$ cat src/rtl/swire_master.sv
`timescale 1ns/1ps
module swire_master #(
  parameter int CLK_MHZ      = 125,
  parameter int STD_RST_LOW  = 500,
  parameter int STD_RST_SAMP = 570,
  parameter int STD_RST_TOT  = 980,
  parameter int STD_W0_LOW   = 60,
  parameter int STD_W1_LOW   = 6,
  parameter int STD_BIT_SAMP = 15,
  parameter int STD_SLOT     = 70,
  parameter int OD_RST_LOW   = 64,
  parameter int OD_RST_SAMP  = 73,
  parameter int OD_RST_TOT   = 112,
  parameter int OD_W0_LOW    = 8,
  parameter int OD_W1_LOW    = 1,
  parameter int OD_BIT_SAMP  = 2,
  parameter int OD_SLOT      = 10
) (
  input  logic       clk,
  input  logic       rst_n,
  input  logic       cmd_valid,
  output logic       cmd_ready,
  input  logic [1:0] cmd_op,
  input  logic       cmd_bit,
  input  logic       od_sel,
  input  logic       bus_in,
  output logic       bus_drive_low,
  output logic       resp_valid,
  output logic       resp_bit
);
  localparam int PW = (CLK_MHZ > 1) ? $clog2(CLK_MHZ) : 1;
  localparam int UW = $clog2(STD_RST_TOT + 1);

  logic          busy, od_q, bit_q, s1, s2, smp;
  logic [1:0]    op_q;
  logic [PW-1:0] pre;
  logic [UW-1:0] us, low_len, samp_at, tot;
  logic          tick, is_rst, is_w0;

  assign cmd_ready = !busy;
  assign tick      = busy && (pre == PW'(CLK_MHZ - 1));
  assign is_rst    = (op_q == 2'b00);
  assign is_w0     = (op_q == 2'b01) && !bit_q;

  always_comb begin
    if (is_rst) begin
      low_len = od_q ? UW'(OD_RST_LOW)  : UW'(STD_RST_LOW);
      samp_at = od_q ? UW'(OD_RST_SAMP) : UW'(STD_RST_SAMP);
      tot     = od_q ? UW'(OD_RST_TOT)  : UW'(STD_RST_TOT);
    end else begin
      if (is_w0) low_len = od_q ? UW'(OD_W0_LOW) : UW'(STD_W0_LOW);
      else       low_len = od_q ? UW'(OD_W1_LOW) : UW'(STD_W1_LOW);
      samp_at = od_q ? UW'(OD_BIT_SAMP) : UW'(STD_BIT_SAMP);
      tot     = od_q ? UW'(OD_SLOT)     : UW'(STD_SLOT);
    end
  end

  always_ff @(posedge clk) begin
    if (!rst_n) begin
      busy <= 1'b0; od_q <= 1'b0; bit_q <= 1'b0; op_q <= 2'b00;
      pre <= '0; us <= '0; s1 <= 1'b1; s2 <= 1'b1; smp <= 1'b1;
      bus_drive_low <= 1'b0; resp_valid <= 1'b0; resp_bit <= 1'b0;
    end else begin
      s1 <= bus_in;
      s2 <= s1;
      resp_valid <= 1'b0;
      if (!busy) begin
        if (cmd_valid) begin
          busy <= 1'b1; op_q <= cmd_op; bit_q <= cmd_bit; od_q <= od_sel;
          pre <= '0; us <= '0; bus_drive_low <= 1'b1;
        end
      end else begin
        pre <= tick ? '0 : pre + PW'(1);
        if (tick) begin
          us <= us + UW'(1);
          if (us == low_len - UW'(1)) bus_drive_low <= 1'b0;
          if (us == samp_at - UW'(1)) smp <= s2;
          if (us == tot - UW'(1)) begin
            busy       <= 1'b0;
            resp_valid <= 1'b1;
            resp_bit   <= is_rst ? !smp : smp;
          end
        end
      end
    end
  end


  idle_release_chk: assert property (@(posedge clk) disable iff (!rst_n)
    cmd_ready |-> !bus_drive_low || resp_valid == 1'b0 && !bus_drive_low);

  accept_drive_chk: assert property (@(posedge clk) disable iff (!rst_n)
    (cmd_valid && cmd_ready) |=> (bus_drive_low && !cmd_ready));

  rise_needs_cmd_chk: assert property (@(posedge clk) disable iff (!rst_n)
    $rose(bus_drive_low) |-> $past(cmd_valid));

  pulse_single_chk: assert property (@(posedge clk) disable iff (!rst_n)
    resp_valid |=> !resp_valid);

  done_ready_chk: assert property (@(posedge clk) disable iff (!rst_n)
    resp_valid |-> (cmd_ready && !bus_drive_low));

  release_in_op_chk: assert property (@(posedge clk) disable iff (!rst_n)
    $fell(bus_drive_low) |-> !cmd_ready);
endmodule

$ cat config.mk
export PLATFORM = sky130hd
export DESIGN_NAME = swire_master
export DESIGN_NICKNAME = d
export VERILOG_FILES = /design/src/rtl/swire_master.sv
export SDC_FILE = /design/constraint.sdc
export NUM_CORES = 1
export LEC_CHECK = 0
export BUFFER_PORTS_ARGS = -buffer_cell sky130_fd_sc_hd__buf_4
export CAP_MARGIN = 0
export CORE_UTILIZATION = 50
export CTS_CLUSTER_DIAMETER = 50
export DETAILED_ROUTE_END_ITERATION = 7
export GPL_ROUTABILITY_DRIVEN = 0
export PLACE_DENSITY = 0.74
export SLEW_MARGIN = 20
export SYNTH_ARGS = -nofsm -noshare
export SYNTH_HDL_FRONTEND = slang
export SYNTH_SLANG_ARGS = --single-unit
$ cat constraint.sdc
create_clock -name clk -period 6.2 [get_ports clk]
set_input_delay 0.93 -clock clk [delete_from_list [all_inputs] [get_ports clk]]
set_output_delay 0.93 -clock clk [all_outputs]
set_load 0.05 [all_outputs]
==> results.sh, run 1 <==
export IMPL_synth_mux_area_frac=0.00573
export IMPL_finalNetCount=242
export IMPL_rsz0062_at_grt="no"
export IMPL_synth_avg_cell_area_sq_um=7.94
export IMPL_ios=12
export IMPL_dr_total_vias=1564
export IMPL_place_area_sq_mm=0.00182
export IMPL_synth_top_cells_by_count="dfxtp_1 (28), nand2_1 (22), nor2_1 (20)"
export IMPL_synth_edf_count=0
export IMPL_port_buffers=11
export IMPL_synthMostInstantiatedCell="dfxtp_1"
export IMPL_track_usage=0.223
export IMPL_start_util=0.523
export IMPL_coreArea_sq_mm=0.00334
export IMPL_fin_total_pwr_w=0.000359
export IMPL_crit_fanout=9
export IMPL_seqPwrFrac=0.530
export IMPL_synthXorXnorAreaFrac=0.0602
export IMPL_drc=0
export IMPL_crit_type="flip-flop to flip-flop"
export IMPL_clock_skew_final_ns=0.00593
export IMPL_syn_area_sq_mm=0.00175
export IMPL_worst_slew_pin_slew_ns=0.733
export IMPL_p_clk_frac=0.332
export IMPL_drtIter0Drc=87
export IMPL_p_int_w=0.000269
export IMPL_largest_reg_flops=10
export IMPL_p_sw_w=0.0000902
export IMPL_clk_root_buffer_cell="clkbuf_4"
export IMPL_cts_clk_slew_worst_paths_ns=0.15
export IMPL_end_kind="flip-flop"
export IMPL_drt_first_pass_iters=6
export IMPL_synth_compound_area_share=0.196
export IMPL_die_h_um=61.1
export IMPL_crit_arrival_ns=2.69
export IMPL_period_needed_ns=2.45
export IMPL_maxCapViolCount=0
export IMPL_cts_setup_buffers=0
export IMPL_antenna_found_initial=0
export IMPL_tns_ns=0
export IMPL_avgViaCountPerCell=5.81
export IMPL_die_x_um=61.1
export IMPL_grt_pass1_vias=1340
export IMPL_cts_buffers=3
export IMPL_antennaDiodeCount=0
export IMPL_synthTopCellsByArea="dfxtp_1 (32%), ha_1 (7.2%), a21oi_1 (4.9%)"
export IMPL_setup_violations=0
export IMPL_dp_cells=265
export IMPL_dp_hpwl_mm=2.79
export IMPL_top_regs="us x10, pre x7, op_q x2"
export IMPL_ir_drop_mv=0.156
export IMPL_outcome="completed"
export IMPL_rows=21
export IMPL_leakagePower_nw=0.743
export IMPL_layout_drive_gt1_share=0.0987
export IMPL_synth_cell_types=52
export IMPL_cp_start_kind="flip-flop"
export IMPL_synth_ff_type="dfxtp_1"
export IMPL_hold_violations=0
export IMPL_postLayoutCellArea_sq_mm=0.00188
export IMPL_synthSimpleGateAreaFrac=0.289
export IMPL_cts_max_path_buffers=2
export IMPL_cp_required_ns=6.44
export IMPL_slew_headroom=0.509
export IMPL_regMostFlops="us"
export IMPL_ys_ff_latch=28
export IMPL_register_area_sq_um=561
export IMPL_fmax_ghz=0.408
export IMPL_gr_total_overflow=0
export IMPL_ctsHoldBuffers=0
export IMPL_num_fill_cells=329
export IMPL_post_cts_resized=0
export IMPL_ys_warn_count=0
export IMPL_cts_tree="yes"
export IMPL_synthArstFlopShare=0
export IMPL_multiInputGateArea_sq_mm=0.00109
export IMPL_postSynthCellCount=220
export IMPL_wl_mm=3.82
export IMPL_synth_nets=238
export IMPL_worstHoldPathType="flip-flop to flip-flop"
export IMPL_powerDensity_mw_per_mm2=191
export IMPL_die_area_sq_mm=0.00373
export IMPL_cts_sinks=28
export IMPL_final_antenna_net_count=0
export IMPL_synth_top_family_by_area="simple AND/OR/NAND/NOR gates"
export IMPL_setup_ws_ns=3.75
export IMPL_ys_seq_area_frac=0.321
export IMPL_routedWlPerCell_um=14.2
export IMPL_fin_crit_sh=0.396
export IMPL_p_comb_frac=0.138
export IMPL_fin_cells=269
export IMPL_synth_adder_area_share=0.0716
export IMPL_synth_top_area_frac=0.321
export IMPL_grt_first_pass_wirelength_mm=6.16
export IMPL_netlist_top_cell_by_area="dfxtp_1"
export IMPL_htree_levels=1
export IMPL_switching_share=0.251
export IMPL_grt_max_degree=17
export IMPL_area_growth_syn_to_layout_pct=7.38
export IMPL_dpl_worst_slack_ns=3.81
export IMPL_clk_latency_ns=0.33
export IMPL_slew_viol_final=0
## cell families after synthesis
family          Yosys count
compound gates           53
flops                    28
xor+xnor                 12
buf+inv                  21
simple gates             95
mux                       1
fa+ha+maj                10
## per-layer routing
metal / GRT usage / share of wire
met4: 0.0779 / 0.016
met1: 0.317 / 0.46
met5: 0 / 0
met2: 0.348 / 0.45
met3: 0.0273 / 0.065
## through the flow
| step | util | hold slack [ns] |
|---|---|---|
| floorplan | - | 0.386 |
| global placement | 0.546 | 0.393 |
| detailed placement | 0.546 | 0.401 |
| CTS | 0.562 | 0.437 |
| global route | 0.562 | 0.451 |
| finish | 0.562 | 0.429 |
## critical path, cell delays in order, from the launching register on
cell and delay [ns]:
dfxtp_1 0.41, nor2_1 0.45, inv_1 0.18, ha_1 0.36
xor2_1 0.15, nand4_1 0.12, or4b_1 0.54, o211a_1 0.13
## power groups by stage
| stage | Clock [W] | Combinational, W | Sequential (W) |
|---|---|---|---|
| global route | 0.000128 | 0.0000548 | 0.000191 |
| finish | 0.000119 | 0.0000495 | 0.000190 |
| CTS | 0.000121 | 0.0000496 | 0.000190 |
| detailed placement | 0 | 0.0000493 | 0.000194 |
| global placement | 0 | 0.0000490 | 0.000194 |
| floorplan | 0 | 0.0000375 | 0.000192 |
## layout by cell type, fill, tap and decap left out, drive strengths merged, types with 3 or more instances in the layout
cell type	Yosys	final
o21a	3	3
clkbuf	5	3
a21oi	17	17
nor3	10	10
inv	9	9
and3	4	4
and2	3	3
nor2b	4	4
nor2	20	20
buf	7	11
xnor2	6	6
xor2	6	6
o21ai	11	11
a31oi	5	5
dfxtp	28	28
or3	5	5
ha	10	10
nand3	8	8
nand2	22	22
## path summary, 6_finish.rpt
| kind | from | to | slack (ns) | depth (start not counted) |
|---|---|---|---|---|
| min reg2reg | s1$_SDFF_PN1_ | s2$_SDFF_PN1_ | 0.43 | 1 |
| max | op_q[1]$_SDFFE_PN0P_ | resp_bit$_SDFFE_PN0P_ | 3.75 | 7 |
| min | s1$_SDFF_PN1_ | s2$_SDFF_PN1_ | 0.43 | 1 |
| max reg2reg | op_q[1]$_SDFFE_PN0P_ | resp_bit$_SDFFE_PN0P_ | 3.75 | 7 |
## area by class of cell
class / instances / area share
multi-input cells: 171 / 0.580
clock buffers: 3 / 0.0120
flip-flops and latches: 28 / 0.299
inverters: 9 / 0.0180
repair buffers: 11 / 0.0440
clock inverters: 1 / 0.0160
well taps: 46 / 0.0307
Note: power is estimated with default switching activity, not from simulation.
==> run 2: changes to the inputs <==
Settings changed: ABC_AREA set to 1.
Clock period 6.2 ns to 2.3 ns, I/O delays scaled along.
==> run 2 against run 1 <==
  * Die area rose by 8.2%
  * Combinational power rose to 4.5 times the previous value
  * Routed wire length rose by 7.7%
  * First-iteration DRC count rose by 53%
==> results.sh, run 2 <==
export IMPL_outcome="completed"
export IMPL_p_int_w=0.000811
export IMPL_avgViaCountPerCell=5.21
export IMPL_synth_mux_area_frac=0
export IMPL_slew_headroom=0.698
export IMPL_die_x_um=63.6
export IMPL_ys_ff_latch=28
export IMPL_slew_viol_final=0
export IMPL_die_h_um=63.6
export IMPL_synth_ff_type="dfxtp_1"
export IMPL_synth_adder_area_share=0.0661
export IMPL_powerDensity_mw_per_mm2=547
export IMPL_port_buffers=11
export IMPL_maxCapViolCount=0
export IMPL_htree_levels=1
export IMPL_crit_type="flip-flop to flip-flop"
export IMPL_rsz0062_at_grt="no"
export IMPL_die_area_sq_mm=0.00404
export IMPL_gr_total_overflow=0
export IMPL_whs_path_depth=2
export IMPL_layout_commonest_cell="nand2_1"
export IMPL_p_sw_w=0.000321
export IMPL_worst_hold_slack_ns=0.244
export IMPL_reg2reg_depth=14
export IMPL_crit_path_top_delay_cell="dfxtp_1"
export IMPL_clock_skew_final_ns=0.00165
export IMPL_layout_common_cells="nand2_1 (61), inv_1 (29), dfxtp_1 (28)"
export IMPL_synth_cell_types=40
export IMPL_crit_arrival_ns=2.15
export IMPL_cts_buffers=3
export IMPL_end_kind="flip-flop"
export IMPL_routedWlPerCell_um=12.4
export IMPL_synth_compound_area_share=0.135
export IMPL_final_antenna_net_count=0
export IMPL_switching_share=0.284
export IMPL_cts_sinks=28
export IMPL_largest_reg_flops=10
export IMPL_worstHoldPathType="input port to flip-flop"
export IMPL_regMostFlops="us"
export IMPL_dpl_worst_slack_ns=0.338
export IMPL_leakagePower_nw=0.868
export IMPL_synth_top_cells_by_count="nand2_1 (61), inv_1 (29), dfxtp_1 (28)"
export IMPL_clk_latency_ns=0.28
export IMPL_synthArstFlopShare=0
export IMPL_drc=0
export IMPL_synthSimpleGateAreaFrac=0.366
export IMPL_track_usage=0.223
export IMPL_ys_seq_area_frac=0.296
export IMPL_cts_max_path_buffers=2
export IMPL_fmax_ghz=0.504
export IMPL_synthTopCellsByArea="dfxtp_1 (30%), nand2_1 (12%), ha_1 (6.6%)"
export IMPL_num_fill_cells=332
export IMPL_synthXorXnorAreaFrac=0.0456
export IMPL_drt_first_pass_iters=4
export IMPL_ys_warn_count=0
export IMPL_cts_clk_slew_worst_paths_ns=0.10
export IMPL_ios=12
export IMPL_postSynthCellCount=277
export IMPL_seqPwrFrac=0.454
export IMPL_fin_crit_sh=0.863
export IMPL_tns_ns=0
export IMPL_crit_start="op_q[0]$_SDFFE_PN0P_"
export IMPL_period_needed_ns=1.98
export IMPL_wl_mm=4.12
export IMPL_slowest_delay_ns=0.49
export IMPL_ctsHoldBuffers=0
export IMPL_crit_fanout=8
export IMPL_post_cts_resized=0
export IMPL_r2r_start="op_q[0]$_SDFFE_PN0P_"
export IMPL_dp_hpwl_mm=3.12
export IMPL_min_from="bus_in"
export IMPL_grt_pass1_vias=1465
export IMPL_coreArea_sq_mm=0.00347
export IMPL_critPathMostFrequentCell="nand2_1"
export IMPL_dr_total_vias=1726
export IMPL_synth_avg_cell_area_sq_um=6.84
export IMPL_critPathTopFamily="simple AND/OR/NAND/NOR gates"
export IMPL_p_clk_frac=0.351
export IMPL_r2r_setup_slack_ns=0.32
export IMPL_start_util=0.546
export IMPL_cp_required_ns=2.47
export IMPL_layout_drive_gt1_share=0.140
export IMPL_hold_violations=0
export IMPL_crit_chain="inv_1 -> nand2_2 -> nand3_1 -> ha_1 -> nand2_1 -> nand2_1 -> nor2_1 -> nand2_1 -> inv_1 -> nand3_1 -> nor2_1 -> nand3_1 -> nand2_1 -> a21oi_1"
export IMPL_p_comb_frac=0.195
export IMPL_cp_start_kind="flip-flop"
export IMPL_reg2reg_to="bus_drive_low$_SDFFE_PN0P_"
export IMPL_min_to="s1$_SDFF_PN1_"
export IMPL_synthMostInstantiatedCell="nand2_1"
export IMPL_antennaDiodeCount=0
export IMPL_clk_root_buffer_cell="clkbuf_8"
export IMPL_setup_ws_ns=0.315
export IMPL_synth_edf_count=0
export IMPL_cts_tree="yes"
export IMPL_top_regs="us x10, pre x7, op_q x2"
export IMPL_setup_violations=0
export IMPL_area_growth_syn_to_layout_pct=9.31
export IMPL_synth_nets=295
export IMPL_ir_drop_mv=0.408
export IMPL_synth_top_family_by_area="simple AND/OR/NAND/NOR gates"
export IMPL_syn_area_sq_mm=0.00189
export IMPL_antenna_found_initial=0
export IMPL_cts_setup_buffers=0
export IMPL_netlist_top_cell_by_area="dfxtp_1"
export IMPL_rows=21
export IMPL_cp_num_buf_inv=2
export IMPL_grt_max_degree=17
export IMPL_grt_first_pass_wirelength_mm=7.00
export IMPL_finalNetCount=304
export IMPL_worst_slew_pin_slew_ns=0.449
export IMPL_synth_top_area_frac=0.296
export IMPL_drtIter0Drc=133
run 2: final cells by class:
cell class	count	area, sq um	area share
Clock buffer	3	41.3	0.0199
Clock inverter	1	30.0	0.0145
Inverter	34	130	0.0628
Multi-Input combinational cell	207	1160	0.561
Sequential cell	28	561	0.271
Tap cell	46	57.6	0.0278
Timing Repair Buffer	12	90.1	0.0435
run 2: power groups by stage:
stage | Clock [W] | Combinational [W] | Sequential (W)
2_1_floorplan | 0 | 0.000168 | 0.000526
3_3_place_gp | 0 | 0.000220 | 0.000524
3_5_place_dp | 0 | 0.000221 | 0.000524
4_1_cts | 0.000402 | 0.000222 | 0.000513
5_1_grt | 0.000417 | 0.000251 | 0.000516
6_report | 0.000398 | 0.000221 | 0.000513
run 2: metal layers:
| layer | track usage | up-vias | wire (um) |
|---|---|---|---|
| li1 | - | 924 | - |
| met1 | 0.314 | 746 | 2060 |
| met2 | 0.343 | 52 | 1760 |
| met3 | 0.0471 | 4 | 264 |
| met4 | 0.0511 | 0 | 31 |
| met5 | 0 | - | 0 |
run 2: stage by stage:
step	area (sq um)	total power, W	util	std cells
6_report	2070	0.00113	0.597	331
5_1_grt	2070	0.00118	0.597	331
4_1_cts	2070	0.00114	0.597	331
3_5_place_dp	2000	0.000745	0.576	327
3_3_place_gp	2000	0.000744	0.576	327
2_1_floorplan	1890	0.000694	-	277
run 2: kinds of logic after synthesis:
family | after synthesis
AO/OA/AOI/OAI | 46
flip-flops | 28
XOR/XNOR | 9
AND/OR/NAND/NOR | 142
adder cells (fa/ha/maj) | 10
buffers and inverters | 42
run 2: how the worst max path moves through the flow:
stage                                       endpoint  slack (ns)  cells after the start
after floorplan           bus_drive_low$_SDFFE_PN0P_        0.53                     14
after global routing      bus_drive_low$_SDFFE_PN0P_         0.1                     14
after global placement    bus_drive_low$_SDFFE_PN0P_        0.32                     14
final                     bus_drive_low$_SDFFE_PN0P_        0.32                     14
after detailed placement  bus_drive_low$_SDFFE_PN0P_        0.34                     14
after CTS                 bus_drive_low$_SDFFE_PN0P_        0.32                     14
